--- src/rtl/brev_pkg.sv ---
package brev_pkg;

  // Which of the two frame banks is meant.
  typedef enum logic {
    BANK_A = 1'b0,
    BANK_B = 1'b1
  } bank_e;

  // Per-cycle write-side events.
  typedef struct packed {
    logic accept;   // a sample is taken this cycle
    logic resync;   // sync arrived with the slot counter off zero
  } wr_evt_t;

  function automatic bank_e other_bank(input bank_e b);
    return (b == BANK_A) ? BANK_B : BANK_A;
  endfunction

endpackage

--- src/rtl/brev_wr_ctrl.sv ---
module brev_wr_ctrl
  import brev_pkg::*;
#(
  parameter int N_PTS  = 64,
  parameter int ADDR_W = $clog2(N_PTS)
) (
  input  logic              clk,
  input  logic              rst_n,
  input  logic              in_valid,
  input  logic              in_sync,
  output logic [ADDR_W-1:0] wr_ptr,
  output logic [ADDR_W-1:0] wr_slot,
  output bank_e             wr_bank,
  output logic              frm_ok,
  output wr_evt_t           evt
);

  localparam logic [ADDR_W-1:0] LAST_SLOT = ADDR_W'(N_PTS - 1);

  logic [ADDR_W-1:0] ptr_q, ptr_d;
  bank_e             bank_q, bank_d;
  logic              ok_q, ok_d;
  logic              wrap_c;
  logic [ADDR_W-1:0] slot_c;

  // Next-state logic
  always_comb begin
    slot_c     = in_sync ? '0 : ptr_q;
    evt.accept = in_valid;
    evt.resync = in_valid & in_sync & (ptr_q != '0);
    wrap_c     = in_valid & (slot_c == LAST_SLOT);

    ptr_d  = wrap_c ? '0 : slot_c + 1'b1;
    bank_d = wrap_c ? other_bank(bank_q) : bank_q;
    if (evt.resync)  ok_d = 1'b0;
    else if (wrap_c) ok_d = 1'b1;
    else             ok_d = ok_q;
  end

  // State registers, enabled by an accepted sample
  always_ff @(posedge clk or negedge rst_n) begin
    if (!rst_n) begin
      ptr_q  <= '0;
      bank_q <= BANK_A;
      ok_q   <= 1'b0;
    end else if (in_valid) begin
      ptr_q  <= ptr_d;
      bank_q <= bank_d;
      ok_q   <= ok_d;
    end
  end

  assign wr_ptr  = ptr_q;
  assign wr_slot = slot_c;
  assign wr_bank = bank_q;
  assign frm_ok  = ok_q;

endmodule

--- src/rtl/brev_bank.sv ---
module brev_bank #(
  parameter int ADDR_W = 6,
  parameter int SAMP_W = 32,
  parameter int DEPTH  = 1 << ADDR_W
) (
  input  logic              clk,
  input  logic              we,
  input  logic [ADDR_W-1:0] waddr,
  input  logic [SAMP_W-1:0] wdata,
  input  logic [ADDR_W-1:0] raddr,
  output logic [SAMP_W-1:0] rdata
);

  logic [SAMP_W-1:0] mem [DEPTH];

  // Storage array: no reset, written only when enabled
  always_ff @(posedge clk) begin
    if (we) begin
      mem[waddr] <= wdata;
    end
  end

  assign rdata = mem[raddr];

endmodule

--- src/rtl/brev_rd_path.sv ---
module brev_rd_path
  import brev_pkg::*;
#(
  parameter int ADDR_W = 6,
  parameter int SAMP_W = 32
) (
  input  logic                   clk,
  input  logic                   rst_n,
  input  logic                   rd_en,
  input  logic [ADDR_W-1:0]      rd_slot,
  input  bank_e                  rd_bank,
  input  logic [1:0][SAMP_W-1:0] bank_rdata,
  output logic [ADDR_W-1:0]      rd_addr,
  output logic                   out_valid,
  output logic                   out_start,
  output logic [SAMP_W-1:0]      out_data
);

  logic [SAMP_W-1:0] sel_data;
  logic              vld_q, vld_d;
  logic              sta_q, sta_d;
  logic [SAMP_W-1:0] dat_q;

  // Read address is the slot with its bits mirrored
  for (genvar b = 0; b < ADDR_W; b++) begin : g_rev
    assign rd_addr[b] = rd_slot[ADDR_W-1-b];
  end

  // Next-state logic
  always_comb begin
    sel_data = (rd_bank == BANK_B) ? bank_rdata[1] : bank_rdata[0];
    vld_d    = rd_en;
    sta_d    = rd_en & (rd_slot == '0);
  end

  // Control flags
  always_ff @(posedge clk or negedge rst_n) begin
    if (!rst_n) begin
      vld_q <= 1'b0;
      sta_q <= 1'b0;
    end else begin
      vld_q <= vld_d;
      sta_q <= sta_d;
    end
  end

  // Data register, enabled only on a read step
  always_ff @(posedge clk or negedge rst_n) begin
    if (!rst_n) begin
      dat_q <= '0;
    end else if (rd_en) begin
      dat_q <= sel_data;
    end
  end

  assign out_valid = vld_q;
  assign out_start = sta_q;
  assign out_data  = dat_q;

endmodule

--- src/rtl/brev_reorder.sv ---
module brev_reorder
  import brev_pkg::*;
#(
  parameter int N_PTS  = 64,
  parameter int DATA_W = 16
) (
  input  logic              clk,
  input  logic              rst_n,
  input  logic              in_valid,
  input  logic              in_sync,
  input  logic [DATA_W-1:0] in_re,
  input  logic [DATA_W-1:0] in_im,
  output logic              out_valid,
  output logic              out_start,
  output logic [DATA_W-1:0] out_re,
  output logic [DATA_W-1:0] out_im
);

  localparam int ADDR_W = $clog2(N_PTS);
  localparam int SAMP_W = 2 * DATA_W;

  logic [ADDR_W-1:0]      wr_ptr;
  logic [ADDR_W-1:0]      wr_slot;
  bank_e                  wr_bank;
  bank_e                  rd_bank;
  logic                   frm_ok;
  wr_evt_t                evt;
  logic                   rd_en;
  logic [ADDR_W-1:0]      rd_addr;
  logic [SAMP_W-1:0]      wdata;
  logic [1:0][SAMP_W-1:0] bank_rdata;
  logic [SAMP_W-1:0]      out_data;

  brev_wr_ctrl #(
    .N_PTS (N_PTS),
    .ADDR_W(ADDR_W)
  ) u_ctrl (
    .clk     (clk),
    .rst_n   (rst_n),
    .in_valid(in_valid),
    .in_sync (in_sync),
    .wr_ptr  (wr_ptr),
    .wr_slot (wr_slot),
    .wr_bank (wr_bank),
    .frm_ok  (frm_ok),
    .evt     (evt)
  );

  assign wdata   = {in_re, in_im};
  assign rd_bank = other_bank(wr_bank);
  assign rd_en   = evt.accept & frm_ok & ~evt.resync;

  for (genvar g = 0; g < 2; g++) begin : g_bank
    localparam bank_e MY_BANK = (g == 0) ? BANK_A : BANK_B;
    logic we;
    assign we = evt.accept & (wr_bank == MY_BANK);

    brev_bank #(
      .ADDR_W(ADDR_W),
      .SAMP_W(SAMP_W)
    ) u_bank (
      .clk  (clk),
      .we   (we),
      .waddr(wr_slot),
      .wdata(wdata),
      .raddr(rd_addr),
      .rdata(bank_rdata[g])
    );
  end

  brev_rd_path #(
    .ADDR_W(ADDR_W),
    .SAMP_W(SAMP_W)
  ) u_rd (
    .clk       (clk),
    .rst_n     (rst_n),
    .rd_en     (rd_en),
    .rd_slot   (wr_slot),
    .rd_bank   (rd_bank),
    .bank_rdata(bank_rdata),
    .rd_addr   (rd_addr),
    .out_valid (out_valid),
    .out_start (out_start),
    .out_data  (out_data)
  );

  assign out_re = out_data[SAMP_W-1:DATA_W];
  assign out_im = out_data[DATA_W-1:0];

endmodule

--- config.mk ---
export PLATFORM = sky130hd
export DESIGN_NAME = brev_reorder
export DESIGN_NICKNAME = d
export VERILOG_FILES = /design/src/rtl/brev_pkg.sv /design/src/rtl/brev_wr_ctrl.sv /design/src/rtl/brev_bank.sv /design/src/rtl/brev_rd_path.sv /design/src/rtl/brev_reorder.sv
export SDC_FILE = /design/constraint.sdc
export NUM_CORES = 2
export LEC_CHECK = 0
export BUFFER_PORTS_ARGS = -buffer_cell sky130_fd_sc_hd__buf_2
export CELL_PAD_IN_SITES_DETAIL_PLACEMENT = 0
export CELL_PAD_IN_SITES_GLOBAL_PLACEMENT = 1
export CORE_MARGIN = 5
export CORE_UTILIZATION = 55
export DETAILED_ROUTE_END_ITERATION = 12
export PLACE_DENSITY_LB_ADDON = 0.05
export SYNTH_ARGS = -nofsm -noshare
export SYNTH_HDL_FRONTEND = slang
export SYNTH_SLANG_ARGS = --single-unit
--- constraint.sdc ---
create_clock -name clk -period 4.6 [get_ports clk]
set_input_delay 0.92 -clock clk [delete_from_list [all_inputs] [get_ports clk]]
set_output_delay 0.92 -clock clk [all_outputs]
set_load 0.03 [all_outputs]
# Yosys cells after proc, flatten, opt, wreduce, memory -nomap -nowiden
# Memories as Yosys holds them, arrays and structs flattened.
# Cells that the tools add are included.
[op_classes] reduce_logical=5 add_sub_neg=1 eq_ne=1 bitwise=10 n_mux=10
[op_table] operator="32-bit two-way mux" n=1
[op_table] operator="6-bit two-way mux" n=2
[op_table] operator="1-bit AND" n=8
[op_table] operator="1-bit two-way mux" n=7
[op_table] operator="6-bit by 1-bit adder with 6-bit output (second input constant)" n=1
[op_table] operator="6-bit == test (second input constant)" n=1
[op_table] operator="6-bit logical NOT" n=1
[op_table] operator="6-bit nonzero test" n=1
[op_table] operator="2-bit AND reduction" n=2
[op_table] operator="1-bit NOT" n=2
[op_table] operator="2-bit nonzero test" n=1
[totals] reg_bits=42 out_inout_bits=34 ram_bits=4096 input_bits=36 mem_count=2
[memory_table] memory="g_bank[0].u_bank.mem" depth=64 word_bits=32 read_ports=1 rd_clocked_by_memory_dff=0 write_ports=1 line_no="brev_bank.sv:14" text="logic [SAMP_W-1:0] mem [DEPTH];"
[memory_table] memory="g_bank[1].u_bank.mem" depth=64 word_bits=32 read_ports=1 rd_clocked_by_memory_dff=0 write_ports=1 line_no="brev_bank.sv:14"

# Longest topological paths before layout
[logic_depth] word_depth=5 depth_mapped=13 ltp_nobuf=9

# Hierarchy
# Synthesis repeated with hierarchy kept, for this count alone.
[unflattened] cells_unflattened=6791 area_unflattened_um2=157850.1
[by_module_without_submodules] mod="brev_bank" seq_area_each_um2=61499.0 area_per_inst_um2=77874.7 n_inst=2 cells_each=3292
[by_module_without_submodules] mod="brev_rd_path" seq_area_each_um2=850.8 area_per_inst_um2=1589.0 n_inst=1 cells_each=149
[by_module_without_submodules] mod="brev_wr_ctrl" seq_area_each_um2=200.2 area_per_inst_um2=486.7 n_inst=1 cells_each=54
[by_module_without_submodules] mod="brev_reorder" seq_area_each_um2=0.0 area_per_inst_um2=25.0 n_inst=1 cells_each=4

# Least setup slack after synthesis
# No wires, ideal clock.
[synth_timing] kind="in2reg" start="input in_sync" end="memory g_bank[1].u_bank.mem[8][0] (enable)" stages=9 path_buffers=6 t_arrival_ps=3702 required_time_ps=4179 setup_slack_ps=476 cell_sequence="buf_4 nor2b_1 buf_2 buf_2 buf_2 buf_2 nand2_1 clkbuf_1 nor2_1"
[synth_via] elab_chain_len=1
[synth_rtl] item="from (decl)" line_no="brev_reorder.sv:10" text="input logic in_sync,"
[synth_rtl] item="6-bit two-way mux" line_no="brev_wr_ctrl.sv:28" text="slot_c = in_sync ? '0 : ptr_q;"
[synth_rtl] item="to (decl)" line_no="brev_bank.sv:14"
# Every way passes these cells.

# Final worst setup path
[layout_timing] start="register u_ctrl.ptr_q[4] (netlist: u_ctrl.wr_ptr[4])" end="register u_rd.dat_q[9] (netlist: u_rd.out_data[9])"
[layout_via] elab_chain_len=4 word_cells_on_any_way=8 classes_between="2 x mux; 3 x bitwise; 1 x reduce/logical; 2 x memory"
[layout_rtl] item="from (decl)" line_no="brev_wr_ctrl.sv:20" text="logic [ADDR_W-1:0] ptr_q, ptr_d;"
[layout_rtl] item="from (signal assigned)" line_no="brev_wr_ctrl.sv:47" text="ptr_q <= ptr_d;"
[layout_rtl] item="branches (longest 4 deep; another with memory 64 x 32 bit)"
[layout_rtl] item="to (signal assigned)" line_no="brev_rd_path.sv:52" text="dat_q <= sel_data;"
[layout_rtl] item="to (decl)" line_no="brev_rd_path.sv:22" text="logic [SAMP_W-1:0] dat_q;"
# Parallel ways; which one is timed is not known.
# A chain may end at the register's enable or synchronous reset.

==> impl_metrics.env <==
export IMPL_viasPerCell=6.96
export IMPL_antenna_left=0
export IMPL_postSynth_asyncResetShare_pct=1.01
export IMPL_timing_critical_path_arrival_ns=5.52
export IMPL_die_area_mm2=0.306
export IMPL_detailedRoute_firstIterationViolations=16700
export IMPL_power_total_mw=84.7
export IMPL_final_min_period_over_clock_period_pct=102
export IMPL_worst_ep_required_time_ns=5.42
export IMPL_core_mm2=0.294
export IMPL_buffer_ports_inserted=69
export IMPL_synth_warnings=0
export IMPL_power_density_of_the_placed_cells_mw_per_mm2=456
export IMPL_syn_inst=9601
export IMPL_initial_antenna_violation_count=40
export IMPL_reg2reg_from="u_ctrl.wr_ptr[4]"
export IMPL_area_growth_synth_to_final_pct=14.5
export IMPL_timing_max_slew_rel_slack_pct=5.85
export IMPL_maxCapViolations=0
export IMPL_crit_path_end_kind="register"
export IMPL_h_tree_lvls=5
export IMPL_tritoncts="built"
export IMPL_grt_setup_unrepaired="false"
export IMPL_worst_path_setup_slack_after_routing_ns=-0.0973
export IMPL_dpl_cell_area_mm2=0.172
export IMPL_synth_area_mm2=0.162
export IMPL_cts_made_buffers=420
export IMPL_track_usage_pct=36.4
export IMPL_fp_dieH_um=553
export IMPL_layout_cells_most_common_list="4096 x edfxtp_1, 981 x mux2i_1, 802 x a21oi_1, 491 x nand2_1, 442 x buf_4"
export IMPL_synthesized_flop_and_latch_total=4138
export IMPL_dr_total_vias=99500
export IMPL_status="complete, but fails checks"
export IMPL_cpMostUsedCell="buf_4"
export IMPL_p_sw_mw=21.2
export IMPL_clk_buf_depth=4
export IMPL_drc=0
export IMPL_violations_in_the_final_reports="negative setup slack"
export IMPL_clk_pin_slew_worst_paths_ns=0.06
export IMPL_clk_insertion_delay_late_ns=1.01
export IMPL_clkSinkCount=4138
export IMPL_crit_type="reg2reg"
export IMPL_hp_class="in2reg"
export IMPL_fin_cells=14300
export IMPL_setup_viol=2
export IMPL_finalWirelength_mm=568
export IMPL_synth_cell_types=88
export IMPL_num_fill_cells=21100
export IMPL_start_util_pct=55.2
export IMPL_multi_input_comb_area_mm2=0.0352
export IMPL_crit_slowest_cell="dfrtp_4"
export IMPL_globalRouteOverflowTotal=0
export IMPL_sequentialPowerShare_pct=49.2
export IMPL_finalSetupTns_ns=-0.122
export IMPL_design_final_nets=10100
export IMPL_design_area_mm2=0.186
export IMPL_top_level_ports=70
export IMPL_report_final_hold_viol_count=0
export IMPL_area_sequential_mm2=0.124
export IMPL_power_share_switching_pct=25.0
export IMPL_postCtsSetupRepairBufs=0
export IMPL_period_minus_slack_ns=4.70
export IMPL_clock_fmax_mhz=213
export IMPL_die_width_um=553
export IMPL_static_leakage_power_nw=58.0
export IMPL_skew_ns=0.0603
export IMPL_syn_avg_cell_area_um2=16.9
export IMPL_critical_path_cell_chain="buf_4, buf_12, buf_4, mux4_2, o221ai_1, a41oi_1, buf_4, o21ai_1, nand2_1"
export IMPL_holdCritStartpoint="in_sync"
export IMPL_timing_hold_worst_endpoint="u_ctrl.wr_ptr[4]"
export IMPL_root_buffer="clkbuf_16"
export IMPL_numPlacedInstances=13500
export IMPL_p_int_mw=63.5
export IMPL_slew_viol_final=0
export IMPL_relative_contribution_of_the_clock_network_to_total_power_pct=39.6
export IMPL_routabilityCongestion=0.881
export IMPL_rr_worst_depth=9
export IMPL_placementRows=199
export IMPL_comb_power_share_pct=11.2
export IMPL_ir_drop_mv=0.368
export IMPL_max_slew_worst_pin_slew_ns=1.41
export IMPL_pre_cts_ws_ns=-0.269
export IMPL_wire_length_of_the_first_global_routing_pass_mm=778
export IMPL_synthesis_nets=9639
export IMPL_regToRegEndpoint="u_rd.out_data[9]"
export IMPL_ys_dominant_reg_cell="edfxtp_1"
export IMPL_worstHoldPathCells=2
export IMPL_largest_net_degree_at_the_start_of_global_routing=129
export IMPL_most_common_cell_after_layout_fill_and_taps_aside="edfxtp_1"
export IMPL_crit_path_start_kind="register"
export IMPL_drive_gt1_share_pct=16.3
export IMPL_number_of_synthesized_flops_with_an_enable_pin=4096
export IMPL_detailedPlacementHpwl_mm=326
export IMPL_routedWlPerCell_um=39.7
export IMPL_grt_pass1_vias=94500
export IMPL_ff2ff_setup_slack_ns=-0.1
export IMPL_critPathMaxFanout=61
export IMPL_synth_sequential_area_ratio_pct=76.5
export IMPL_drt_pass1_iterations=8
export IMPL_cpPeakStageDelay_ns=0.84
-- worst max-delay path: cells and delay by family, from the launching register on --
| kind | cells | cell delay, ns |
|---|---|---|
| DFF | 1 | 0.84 |
| AOI/OAI and AO/OA | 3 | 1.51 |
| muxes | 1 | 0.58 |
| and+or+nand+nor | 1 | 0.11 |
| buffers and inverters | 4 | 1.25 |
-- Yosys cell counts (42+ instances only) --
cell / number / area, um2
edfxtp_1: 4096 / 123000
o21ai_0: 420 / 2100
buf_2: 188 / 941
o221ai_1: 274 / 2400
a22oi_1: 121 / 908
a221oi_1: 249 / 2180
a21oi_1: 804 / 4020
buf_1: 47 / 176
a31oi_1: 95 / 594
nand3_1: 172 / 861
nor2_1: 259 / 972
buf_6: 62 / 698
dfrtp_1: 42 / 1050
nor2b_1: 83 / 519
mux4_2: 71 / 1600
o22ai_1: 76 / 475
clkbuf_1: 245 / 920
mux2i_1: 981 / 9820
o211ai_1: 82 / 616
a221o_1: 71 / 711
buf_4: 163 / 1220
mux2_2: 144 / 1620
nand2_1: 496 / 1860
-- registers in the layout (all words and copies together) (netlist names) --
name               flops
u_rd.out_data         32
u_ctrl.wr_ptr          6
g_bank.u_bank.mem   4096
u_rd.out_start         1
u_ctrl.frm_ok          1
u_rd.out_valid         1
u_ctrl.wr_bank         1
-- layer usage --
layer  up-vias  global-route usage (%)  wire length, um
li1      39700                       -                -
met1     51700                    51.4           214000
met2      6939                    54.4           254000
met3      1131                    7.77            68000
met4        14                    17.9            32400
met5         -                       0              118
-- cells by family (layout without fill, tap and decap cells) --
group           after synthesis  in the layout  synth area share, %
other cells                   0             23                    0
fa+ha+maj                     2              2               0.0154
xor+xnor                      1              1              0.00540
flops                      4138           4138                 76.5
mux                        1198           1198                 8.06
compound gates             2400           2400                 9.76
buf+inv                     722           1482                 2.51
simple gates               1140           1140                 3.16
-- final cells by class --
class | count | share of cell area, %
timing repair buffer | 702 | 4.29
inverter | 12 | 0.0364
clock inverter | 232 | 1.19
tap | 3919 | 2.64
multi-input combinational | 4741 | 19.0
antenna | 23 | 0.0310
sequential | 4138 | 66.8
clock buffer | 536 | 6.03
-- worst max path at each step --
stage	from	end	slack, ns	depth (start not counted)
2_1_floorplan	in_sync	g_bank[1].u_bank.mem[8][0]	0.48	9
3_3_place_gp	in_sync	u_rd.out_data[14]	-0.33	11
5_1_grt	u_ctrl.wr_ptr[4]	u_rd.out_data[9]	0.009	9
4_1_cts	u_ctrl.wr_ptr[4]	u_rd.out_data[6]	0.02	10
3_5_place_dp	in_sync	u_rd.out_data[14]	-0.27	11
6_report	u_ctrl.wr_ptr[4]	u_rd.out_data[9]	-0.1	9
-- power by group through the flow --
stage / clock network (mW) / logic (mW) / registers [mW]
final: 33.6 / 9.48 / 41.6
after CTS: 33.8 / 9.29 / 41.6
after detailed placement: 0 / 9.26 / 42.4
after global routing: 35.4 / 9.71 / 41.6
after floorplan: 0 / 5.21 / 42.4
after global placement: 0 / 9.20 / 42.4
-- repair_timing --
action                     4_1_cts  5_1_grt
resized for setup                1        2
setup endpoints to repair        1        2
hold endpoints to repair        15        0
hold buffers                     1        0
pin swaps                        0        1
-- stage by stage --
stage | util (%) | hold slack [ns]
floorplan | - | 0.516
global placement | 58.6 | 0.531
detailed placement | 58.6 | 0.580
CTS | 63.2 | 0.274
global route | 63.2 | 0.316
finish | 63.2 | 0.327
No activity file was read; power rests on OpenSTA's default activity.
